`src/rtl/cps_pkg.sv`:
```
package cps_pkg;

    typedef enum logic [3:0] {
        ST_IDLE,
        ST_WAITC,
        ST_HS1,
        ST_HS2,
        ST_MCLMP,
        ST_MHS,
        ST_CCLMP,
        ST_RREL,
        ST_ON
    } st_e;

    typedef struct packed {
        logic core_rst;
        logic hs_few;
        logic hs_rest;
        logic mem_clamp;
        logic mem_hs;
        logic core_clamp;
        logic pwrdup;
    } ctl_t;

    // Control levels held in each step; every step keeps the previous releases.
    function automatic ctl_t ctl_of(st_e s);
        ctl_t c;
        c = '{core_rst: 1'b1, hs_few: 1'b0, hs_rest: 1'b0, mem_clamp: 1'b1,
              mem_hs: 1'b0, core_clamp: 1'b1, pwrdup: 1'b0};
        if (s >= ST_HS1)   c.hs_few     = 1'b1;
        if (s >= ST_HS2)   c.hs_rest    = 1'b1;
        if (s >= ST_MCLMP) c.mem_clamp  = 1'b0;
        if (s >= ST_MHS)   c.mem_hs     = 1'b1;
        if (s >= ST_CCLMP) c.core_clamp = 1'b0;
        if (s >= ST_RREL)  c.core_rst   = 1'b0;
        if (s >= ST_ON)    c.pwrdup     = 1'b1;
        return c;
    endfunction

    function automatic logic is_busy(st_e s);
        return (s != ST_IDLE) && (s != ST_ON);
    endfunction

endpackage

```
`src/rtl/cps_timer.sv`:
```
module cps_timer #(
    parameter int TW = 5
) (
    input  logic          clk_i,
    input  logic          rst_ni,
    input  logic          load_i,
    input  logic [TW-1:0] val_i,
    output logic          zero_o
);

    logic [TW-1:0] cnt_d, cnt_q;

    always_comb begin
        cnt_d = cnt_q;
        if (load_i)
            cnt_d = val_i;
        else if (cnt_q != '0)
            cnt_d = cnt_q - 1'b1;
    end

    always_ff @(posedge clk_i or negedge rst_ni) begin
        if (!rst_ni) cnt_q <= '0;
        else         cnt_q <= cnt_d;
    end

    assign zero_o = (cnt_q == '0);

    // Counter never wraps from zero without a reload.
    AST_TMR_HOLD: assert property (@(posedge clk_i) disable iff (!rst_ni)
        (zero_o && !load_i) |=> zero_o);

endmodule

```
`src/rtl/cps_ctrl.sv`:
```
module cps_ctrl
    import cps_pkg::*;
#(
    parameter int TW = 5,
    parameter logic [TW-1:0] SKEW_LD = '0,
    parameter logic [TW-1:0] US1_LD  = '0,
    parameter logic [TW-1:0] US2_LD  = '0
) (
    input  logic          clk_i,
    input  logic          rst_ni,
    input  logic          start_i,
    input  logic          mode_i,
    input  logic          cache_ready_i,
    input  logic          cache_fail_i,
    input  logic          tmr_zero_i,
    output logic          tmr_load_o,
    output logic [TW-1:0] tmr_val_o,
    output ctl_t          ctl_o,
    output logic          busy_o,
    output logic          done_o,
    output logic          err_o
);

    typedef struct packed {
        st_e  st;
        logic mode;
        ctl_t ctl;
        logic busy;
        logic done;
        logic err;
    } regs_t;

    regs_t r_d, r_q;
    logic [TW-1:0] wait_ld;

    // Settle time for the memory and clamp steps depends on the profile.
    assign wait_ld = r_q.mode ? US1_LD : US2_LD;

    always_comb begin
        r_d        = r_q;
        r_d.done   = 1'b0;
        r_d.err    = 1'b0;
        tmr_load_o = 1'b0;
        tmr_val_o  = '0;
        unique case (r_q.st)
            ST_IDLE: if (start_i) begin
                r_d.st   = ST_WAITC;
                r_d.mode = mode_i;
            end
            ST_WAITC: begin
                if (cache_fail_i) begin
                    r_d.st  = ST_IDLE;
                    r_d.err = 1'b1;
                end else if (cache_ready_i) begin
                    r_d.st     = ST_HS1;
                    tmr_load_o = 1'b1;
                    tmr_val_o  = r_q.mode ? US1_LD : SKEW_LD;
                end
            end
            ST_HS1: if (tmr_zero_i) begin
                r_d.st     = ST_HS2;
                tmr_load_o = 1'b1;
                tmr_val_o  = wait_ld;
            end
            ST_HS2: if (tmr_zero_i) r_d.st = ST_MCLMP;
            ST_MCLMP: begin
                r_d.st     = ST_MHS;
                tmr_load_o = 1'b1;
                tmr_val_o  = wait_ld;
            end
            ST_MHS: if (tmr_zero_i) begin
                r_d.st     = ST_CCLMP;
                tmr_load_o = 1'b1;
                tmr_val_o  = wait_ld;
            end
            ST_CCLMP: if (tmr_zero_i) r_d.st = ST_RREL;
            ST_RREL: begin
                r_d.st   = ST_ON;
                r_d.done = 1'b1;
            end
            ST_ON:   r_d.st = ST_ON;
            default: r_d.st = ST_IDLE;
        endcase
        r_d.ctl  = ctl_of(r_d.st);
        r_d.busy = is_busy(r_d.st);
    end

    always_ff @(posedge clk_i or negedge rst_ni) begin
        if (!rst_ni) begin
            r_q.st   <= ST_IDLE;
            r_q.mode <= 1'b0;
            r_q.ctl  <= ctl_of(ST_IDLE);
            r_q.busy <= 1'b0;
            r_q.done <= 1'b0;
            r_q.err  <= 1'b0;
        end else begin
            r_q <= r_d;
        end
    end

    assign ctl_o  = r_q.ctl;
    assign busy_o = r_q.busy;
    assign done_o = r_q.done;
    assign err_o  = r_q.err;

    AST_NO_EARLY_SWITCH: assert property (@(posedge clk_i) disable iff (!rst_ni)
        (r_q.st == ST_WAITC && !cache_ready_i) |=> !ctl_o.hs_few);
    AST_ERR_PULSE: assert property (@(posedge clk_i) disable iff (!rst_ni)
        err_o |-> (!busy_o && $stable(ctl_o)));
    AST_ERR_ONCE: assert property (@(posedge clk_i) disable iff (!rst_ni)
        err_o |=> !err_o);
    AST_DONE_ONCE: assert property (@(posedge clk_i) disable iff (!rst_ni)
        done_o |=> !done_o);
    AST_PWRDUP_LAST: assert property (@(posedge clk_i) disable iff (!rst_ni)
        $rose(ctl_o.pwrdup) |-> ($past(!ctl_o.core_rst) && done_o));
    AST_RST_ORDER: assert property (@(posedge clk_i) disable iff (!rst_ni)
        !ctl_o.core_rst |-> (!ctl_o.core_clamp && !ctl_o.mem_clamp
                             && ctl_o.hs_rest && ctl_o.mem_hs));
    AST_HS_ORDER: assert property (@(posedge clk_i) disable iff (!rst_ni)
        ctl_o.hs_rest |-> ctl_o.hs_few);
    AST_MODE_HELD: assert property (@(posedge clk_i) disable iff (!rst_ni)
        (busy_o && $past(busy_o)) |-> $stable(r_q.mode));
    AST_STATUS_EXCL: assert property (@(posedge clk_i) disable iff (!rst_ni)
        $onehot0({done_o, err_o}));

endmodule

```
`src/rtl/cpu_pup_seq.sv`:
```
module cpu_pup_seq
    import cps_pkg::*;
#(
    parameter int CYC_PER_US = 10,
    parameter int SKEW_CYC   = 16
) (
    input  logic clk_i,
    input  logic rst_ni,
    input  logic start_i,
    input  logic mode_i,
    input  logic cache_ready_i,
    input  logic cache_fail_i,
    output logic core_rst_o,
    output logic hs_few_o,
    output logic hs_rest_o,
    output logic mem_clamp_o,
    output logic mem_hs_o,
    output logic core_clamp_o,
    output logic pwrdup_o,
    output logic busy_o,
    output logic done_o,
    output logic err_o
);

    localparam int US2_CYC  = 2 * CYC_PER_US;
    localparam int MAX_CYC  = (US2_CYC > SKEW_CYC) ? US2_CYC : SKEW_CYC;
    localparam int TW       = $clog2(MAX_CYC + 1);
    localparam logic [TW-1:0] SKEW_LD = TW'(SKEW_CYC - 1);
    localparam logic [TW-1:0] US1_LD  = TW'(CYC_PER_US - 1);
    localparam logic [TW-1:0] US2_LD  = TW'(US2_CYC - 1);

    logic          tmr_load, tmr_zero;
    logic [TW-1:0] tmr_val;
    ctl_t          ctl;

    cps_timer #(.TW(TW)) u_tmr (
        .clk_i  (clk_i),
        .rst_ni (rst_ni),
        .load_i (tmr_load),
        .val_i  (tmr_val),
        .zero_o (tmr_zero)
    );

    cps_ctrl #(
        .TW     (TW),
        .SKEW_LD(SKEW_LD),
        .US1_LD (US1_LD),
        .US2_LD (US2_LD)
    ) u_ctrl (
        .clk_i        (clk_i),
        .rst_ni       (rst_ni),
        .start_i      (start_i),
        .mode_i       (mode_i),
        .cache_ready_i(cache_ready_i),
        .cache_fail_i (cache_fail_i),
        .tmr_zero_i   (tmr_zero),
        .tmr_load_o   (tmr_load),
        .tmr_val_o    (tmr_val),
        .ctl_o        (ctl),
        .busy_o       (busy_o),
        .done_o       (done_o),
        .err_o        (err_o)
    );

    assign core_rst_o   = ctl.core_rst;
    assign hs_few_o     = ctl.hs_few;
    assign hs_rest_o    = ctl.hs_rest;
    assign mem_clamp_o  = ctl.mem_clamp;
    assign mem_hs_o     = ctl.mem_hs;
    assign core_clamp_o = ctl.core_clamp;
    assign pwrdup_o     = ctl.pwrdup;

    AST_RESET_SAFE: assert property (@(posedge clk_i) disable iff (!rst_ni)
        !busy_o && !pwrdup_o |-> (core_rst_o && mem_clamp_o && core_clamp_o));

endmodule

```
`config.mk`:
```
export PLATFORM = sky130hd
export DESIGN_NAME = cpu_pup_seq
export DESIGN_NICKNAME = d
export VERILOG_FILES = /design/src/rtl/cps_pkg.sv /design/src/rtl/cps_timer.sv /design/src/rtl/cps_ctrl.sv /design/src/rtl/cpu_pup_seq.sv
export SDC_FILE = /design/constraint.sdc
export NUM_CORES = 1
export LEC_CHECK = 0
export ABC_AREA = 1
export CAP_MARGIN = 20
export CORE_MARGIN = 2
export CORE_UTILIZATION = 39
export CTS_BUF_LIST = sky130_fd_sc_hd__clkbuf_4 sky130_fd_sc_hd__clkbuf_8
export CTS_CLUSTER_DIAMETER = 30
export DETAILED_ROUTE_END_ITERATION = 10
export PLACE_DENSITY = 0.61
export SLEW_MARGIN = 20
export SYNTH_ARGS = -nofsm -noshare
export SYNTH_HDL_FRONTEND = slang
export SYNTH_SLANG_ARGS = --single-unit
```
`constraint.sdc`:
```
create_clock -name clk_i -period 1.6 [get_ports clk_i]
set_input_delay 0.32 -clock clk_i [delete_from_list [all_inputs] [get_ports clk_i]]
set_output_delay 0.32 -clock clk_i [all_outputs]
set_load 0.01 [all_outputs]
```
# Yosys cells after proc, flatten, opt, wreduce, memory -nomap -nowiden

Cells that the tools add are included.

Bits in registers: 20
Output and inout port bits: 10
Word-level logic and storage cells: 69

$add $sub $neg: 1
$lt $le $gt $ge: 7
Eq/ne operators: 9
Muxes and demuxes: 30
Reduce and logical (&&, ||, !) cells: 9

Operators by type and width:

| operator                                                              | count |
|---|---|
| 5-bit 2-to-1 mux                                                      | 7 |
| 4-bit one-hot mux with 8 select lines                                 | 1 |
| 4-bit 2-to-1 mux                                                      | 6 |
| 4-bit by 3-bit == test with 1-bit output, second input constant       | 4 |
| 4-bit by 3-bit >= comparator with 1-bit output, second input constant | 4 |
| 5-bit one-hot mux with 3 select lines                                 | 1 |
| 1-bit 2-to-1 mux                                                      | 13 |
| 4-bit by 2-bit == test with 1-bit output, second input constant       | 2 |
| 4-bit by 2-bit >= comparator with 1-bit output, second input constant | 2 |
| 5-bit zero test                                                       | 1 |
| 5-bit nonzero test                                                    | 1 |
| 5-bit by 1-bit subtractor with 5-bit output, second input constant    | 1 |
| 4-bit by 1-bit == test with 1-bit output, second input constant       | 1 |
| 4-bit == test, second input constant                                  | 1 |
| 4-bit >= comparator, second input constant                            | 1 |
| 4-bit zero test                                                       | 1 |
| 4-bit inequality test, second input constant                          | 1 |
| 4-bit nonzero test                                                    | 1 |
| 2-bit OR reduction                                                    | 2 |
| 3-bit 2-to-1 mux                                                      | 1 |
| 1-bit one-hot mux with 3 select lines                                 | 1 |
| 2-bit AND reduction                                                   | 1 |
| 2-bit nonzero test                                                    | 1 |
| 1-bit logical AND                                                     | 1 |

# Logic depth before layout (Yosys ltp)

Gate-level depths: netlist (run 1).

Depth after elaboration: 5
Depth in mapped cells: 9
Depth with buffers taken out: 9

# By module

Synthesis (run 1) repeated with hierarchy kept, for this count alone.

Cells, all modules: 127
Area, all modules: 1051.0 µm²

Modules (own cells, without submodules):

| module    | times used | cells each | area an instance (µm²) | seq. area each (µm²) |
|---|---|---|---|---|
| cps_ctrl  | 1          | 88         | 748.2                  | 354.1 |
| cps_timer | 1          | 39         | 302.8                  | 125.1 |

# Least setup slack after synthesis (run 1)

OpenSTA, ideal clock, no wires.

Path type: register to register
Start point: register u_tmr.cnt_q[0]
End point: register u_ctrl.r_q, in the netlist u_ctrl.busy_o
Setup time: 128 ps
Arrival time: 1274 ps
Required time: 1472 ps
Slack: 198 ps
Cell stages (with the launch flop): 10
Path buffers: 0
Cell sequence: dfrtp_1 > inv_1 > ha_1 > nand2_1 > nor2_1 > nand2_1 > nand3_1 > nand2_1 > nor2_1 > nand3_1

RTL lines:

| element                | line            | RTL |
|---|---|---|
| start, declared        | cps_timer.sv:11 | `logic [TW-1:0] cnt_d, cnt_q;` |
| start signal, assigned | cps_timer.sv:23 | `else cnt_q <= cnt_d;` |
| end signal, assigned   | cps_ctrl.sv:97  | `r_q <= r_d;` |
| end, declared          | cps_ctrl.sv:33  | `regs_t r_d, r_q;` |

# Final worst setup path (run 1)

Start point: register u_ctrl.r_q, in the netlist u_ctrl.busy_o
End point: output busy_o

RTL lines:

| element       | line              | RTL |
|---|---|---|
| end, declared | cpu_pup_seq.sv:20 | `output logic busy_o,` |

No word-level cell between the ends.

==> impl_metrics.py, run 1 <==
metrics = {
    "synth": {
        "synth_common_cells": "nand2_1 (24), inv_1 (18), dfrtp_1 (16)",
        "synth_compound_area_frac": 0.0697,
        "ys.flop_type": "dfrtp_1",
        "synth-async-reset-ratio": 1.00,
        "yosysSeqAreaShare": 0.477,
        "synthAdderAreaFrac": 0.0249,
        "synth_area_sq_mm": 0.00100,
        "ys_warn_count": 0,
        "ys_ff_latch": 19,
        "synth.distinct_cells": 22,
        "synth_simple_gate_area_share": 0.324,
        "postSynthAreaPerCell_sq_um": 8.30,
        "synth_top_cells_by_area": "dfrtp_1 (40%), nand2_1 (9.0%), dfstp_2 (7.8%)",
        "synthCells": 121,
        "yosysTopAreaCell": "dfrtp_1",
        "synth_top_family_by_area": "simple AND/OR/NAND/NOR gates",
        "synthesis.nets": 129,
        "synth_xor_area_frac": 0.0262,
        "yosys.area.top_type_share": 0.399,
        "synth_edf_count": 0,
        "muxShareOfSynthArea": 0,
        "synth.most_common_cell": "nand2_1",
    },
    "timing": {
        "fmax_mhz": 664,
        "period_minus_slack_ps": 1510,
        "finalHoldViolCount": 0,
        "setup_violations": 0,
        "min_period_over_period": 0.941,
        "fin_tns_setup_ps": 0,
        "maxSlewViolCount": 0,
        "skew_ps": 3.46,
        "max_slew.worst_pin.slew_ps": 358,
        "holdWs_ps": 327,
        "slew_headroom": 0.761,
        "rsz0062_at_grt": "true",
    },
    "place": {
        "dp_hpwl_mm": 1.59,
        "io_buffers": 15,
        "place_inst": 170,
        "routabilityCongestion": 0.823,
    },
    "global_route": {
        "use_met2": 0.248,
        "grtUsageTotal": 0.167,
        "grt_max_degree": 20,
        "grt_util_met1": 0.221,
        "grt_use_met3": 0.0464,
        "first_global_vias": 830,
        "antenna_found_initial": 0,
        "grt-busiest-layer": "met2",
        "globalRoute.totalOverflow": 0,
        "grt_pass1_wl_mm": 3.48,
    },
    "floorplanning": {
        "core.rowCount": 18,
        "ios": 16,
        "dieArea_sq_mm": 0.00300,
        "core_sq_mm": 0.00245,
        "dieWidth_um": 54.8,
        "die_h_um": 54.8,
        "start_util": 0.409,
    },
    "setup_path": {
        "path_cells": "clkdlybuf4s50_1",
        "critPathArrivalTime_ps": 1190,
        "max_stage_delay_ps": 530,
        "cp.required_ps": 1280,
        "rr_worst_depth": 8,
        "worst_path_max_delay_cell": "clkdlybuf4s50_1",
        "crit_fanout": 1,
        "endpoint_kind": "output pin",
        "cp_num_buf_inv": 1,
        "crit_cells": 1,
        "critPathLaunchType": "flop",
        "critPathKind": "reg -> out",
        "crit_family": "buffers and inverters",
    },
    "finish": {
        "final_cell_count_no_fill": 174,
        "drive_gt1_frac": 0.271,
        "multiInputGateArea_sq_um": 467,
        "area_delta_synth_final_pct": 26.3,
        "fin_nets": 153,
        "diodes": 0,
        "register_area_sq_um": 480,
        "fillers": 244,
    },
    "clock_network": {
        "clk_pin_slew_ps": 120,
        "cts_setup_buffers": 0,
        "cts_made_buffers": 3,
        "postCtsHoldBufs": 0,
        "cts_tree": "yes",
        "clk_path_buf_depth": 2,
        "h-tree-depth": 1,
        "clock-sinks": 19,
        "clk_latency_ps": 310,
        "cts-root-buf": "clkbuf_4",
        "cts-resized-gates": 5,
    },
    "min_path": {
        "hold_path_class": "in -> async",
    },
    "run_status": {
        "status": "finished, final reports clean",
    },
    "power": {
        "fin_total_pwr_uw": 769,
        "power_density_mw_per_mm2": 606,
        "peakVddDrop_mv": 0.586,
        "p_leak_uw": 0.000638,
    },
    "detailed_routing": {
        "wl_mm": 2.04,
        "viasPerCell": 4.79,
        "dr_total_vias": 834,
        "drc": 0,
        "final_antenna_net_count": 0,
        "first_pass_iters": 4,
        "drt_iter0_drc": 15,
        "wire_per_inst_um": 11.7,
    },
    "flow_run": {
        "drv_cap": 0,
    },
}
==> layout by cell type (no fill, tap or decap), types with 2 or more instances in the layout <==
cell              n
ha_1              2
nor2_1           11
clkdlybuf4s50_1  11
xor2_1            3
inv_1            18
inv_2             3
buf_4             4
a21oi_1           2
nor2_4            2
nor2_2            9
dlygate4sd2_1     4
nand2_1          23
dfrtp_1          15
dfstp_2           3
a21oi_2           2
nand3_2           3
clkbuf_4          3
nand2_2           6
nand4_1           4
nand3_1           8
==> state kept, by name (all words and copies together) (netlist names) <==
name           cells
u_tmr.cnt_q        5
u_ctrl.r_q         5
u_ctrl.busy_o      1
u_ctrl.err_o       1
u_ctrl.ctl_o       6
u_ctrl.done_o      1
==> final timing paths <==
check	from	endpoint	slack, ps
worst max-delay path	u_ctrl.busy_o$_DFF_PN0_	busy_o	90
worst min-delay path	rst_ni	u_ctrl.err_o$_DFF_PN0_	330
worst max register to register	u_tmr.cnt_q[1]$_DFFE_PN0P_	u_tmr.cnt_q[0]$_DFFE_PN0P_	130
worst min register to register	u_tmr.cnt_q[0]$_DFFE_PN0P_	u_tmr.cnt_q[0]$_DFFE_PN0P_	520
max in group asynchronous	rst_ni	u_ctrl.ctl_o[1]$_DFF_PN1_	1010
min in group clk_i	u_tmr.cnt_q[0]$_DFFE_PN0P_	u_tmr.cnt_q[0]$_DFFE_PN0P_	520
==> layout make-up <==
class	instances	share of cell area
Inverter	21	0.0621
Tap cell	30	0.0296
Sequential cell	19	0.379
Clock buffer	3	0.0178
Timing Repair Buffer	19	0.138
Clock inverter	1	0.00592
Multi-Input combinational cell	81	0.368
==> power breakdown <==
part | internal (uW) | switching, uW | total [uW] | leakage, uW
combinational | 13.1 | 13.1 | 26.2 | 0.000396
clock | 95.5 | 167 | 262 | 0.0000139
sequential | 480 | 0 | 480 | 0.000228
==> cells by family (layout without fill, tap and decap cells) <==
| group | count (synthesis) | in the layout |
|---|---|---|
| and+or+nand+nor | 67 | 67 |
| DFF | 19 | 19 |
| adders and majority gates | 2 | 2 |
| xor gates and xnor gates | 3 | 3 |
| AOI/OAI and AO/OA | 9 | 9 |
| buffers and inverters | 21 | 44 |
==> routing by layer <==
metal  vias to the layer above  wire length (um)
met1                       386               956
met2                        20               924
li1                        423                 -
met5                         -                 0
met4                         0                45
met3                         5               112
==> metrics by stage <==
stage | utilization | setup WS (ps) | cell area (sq um)
5_1_grt | 0.517 | -2.40 | 1270
4_1_cts | 0.509 | 40.9 | 1250
2_1_floorplan | - | 198 | 1000
3_3_place_gp | 0.498 | 43.7 | 1220
6_report | 0.517 | 94.3 | 1270
3_5_place_dp | 0.498 | -10.0 | 1220
Power figures use the tool's default switching activity.
==> inputs of run 2 (changes only) <==
ABC_CLOCK_PERIOD_IN_PS = 1600   (was default)
==> results of run 2 <==
Same layout as run 1: the final DEF is identical, and so are final timing and power.
==> inputs of run 3 (changes only) <==
CAP_MARGIN = default   (was 20)
==> results of run 3 <==
Same layout as run 1: the final DEF is identical, and so are final timing and power.
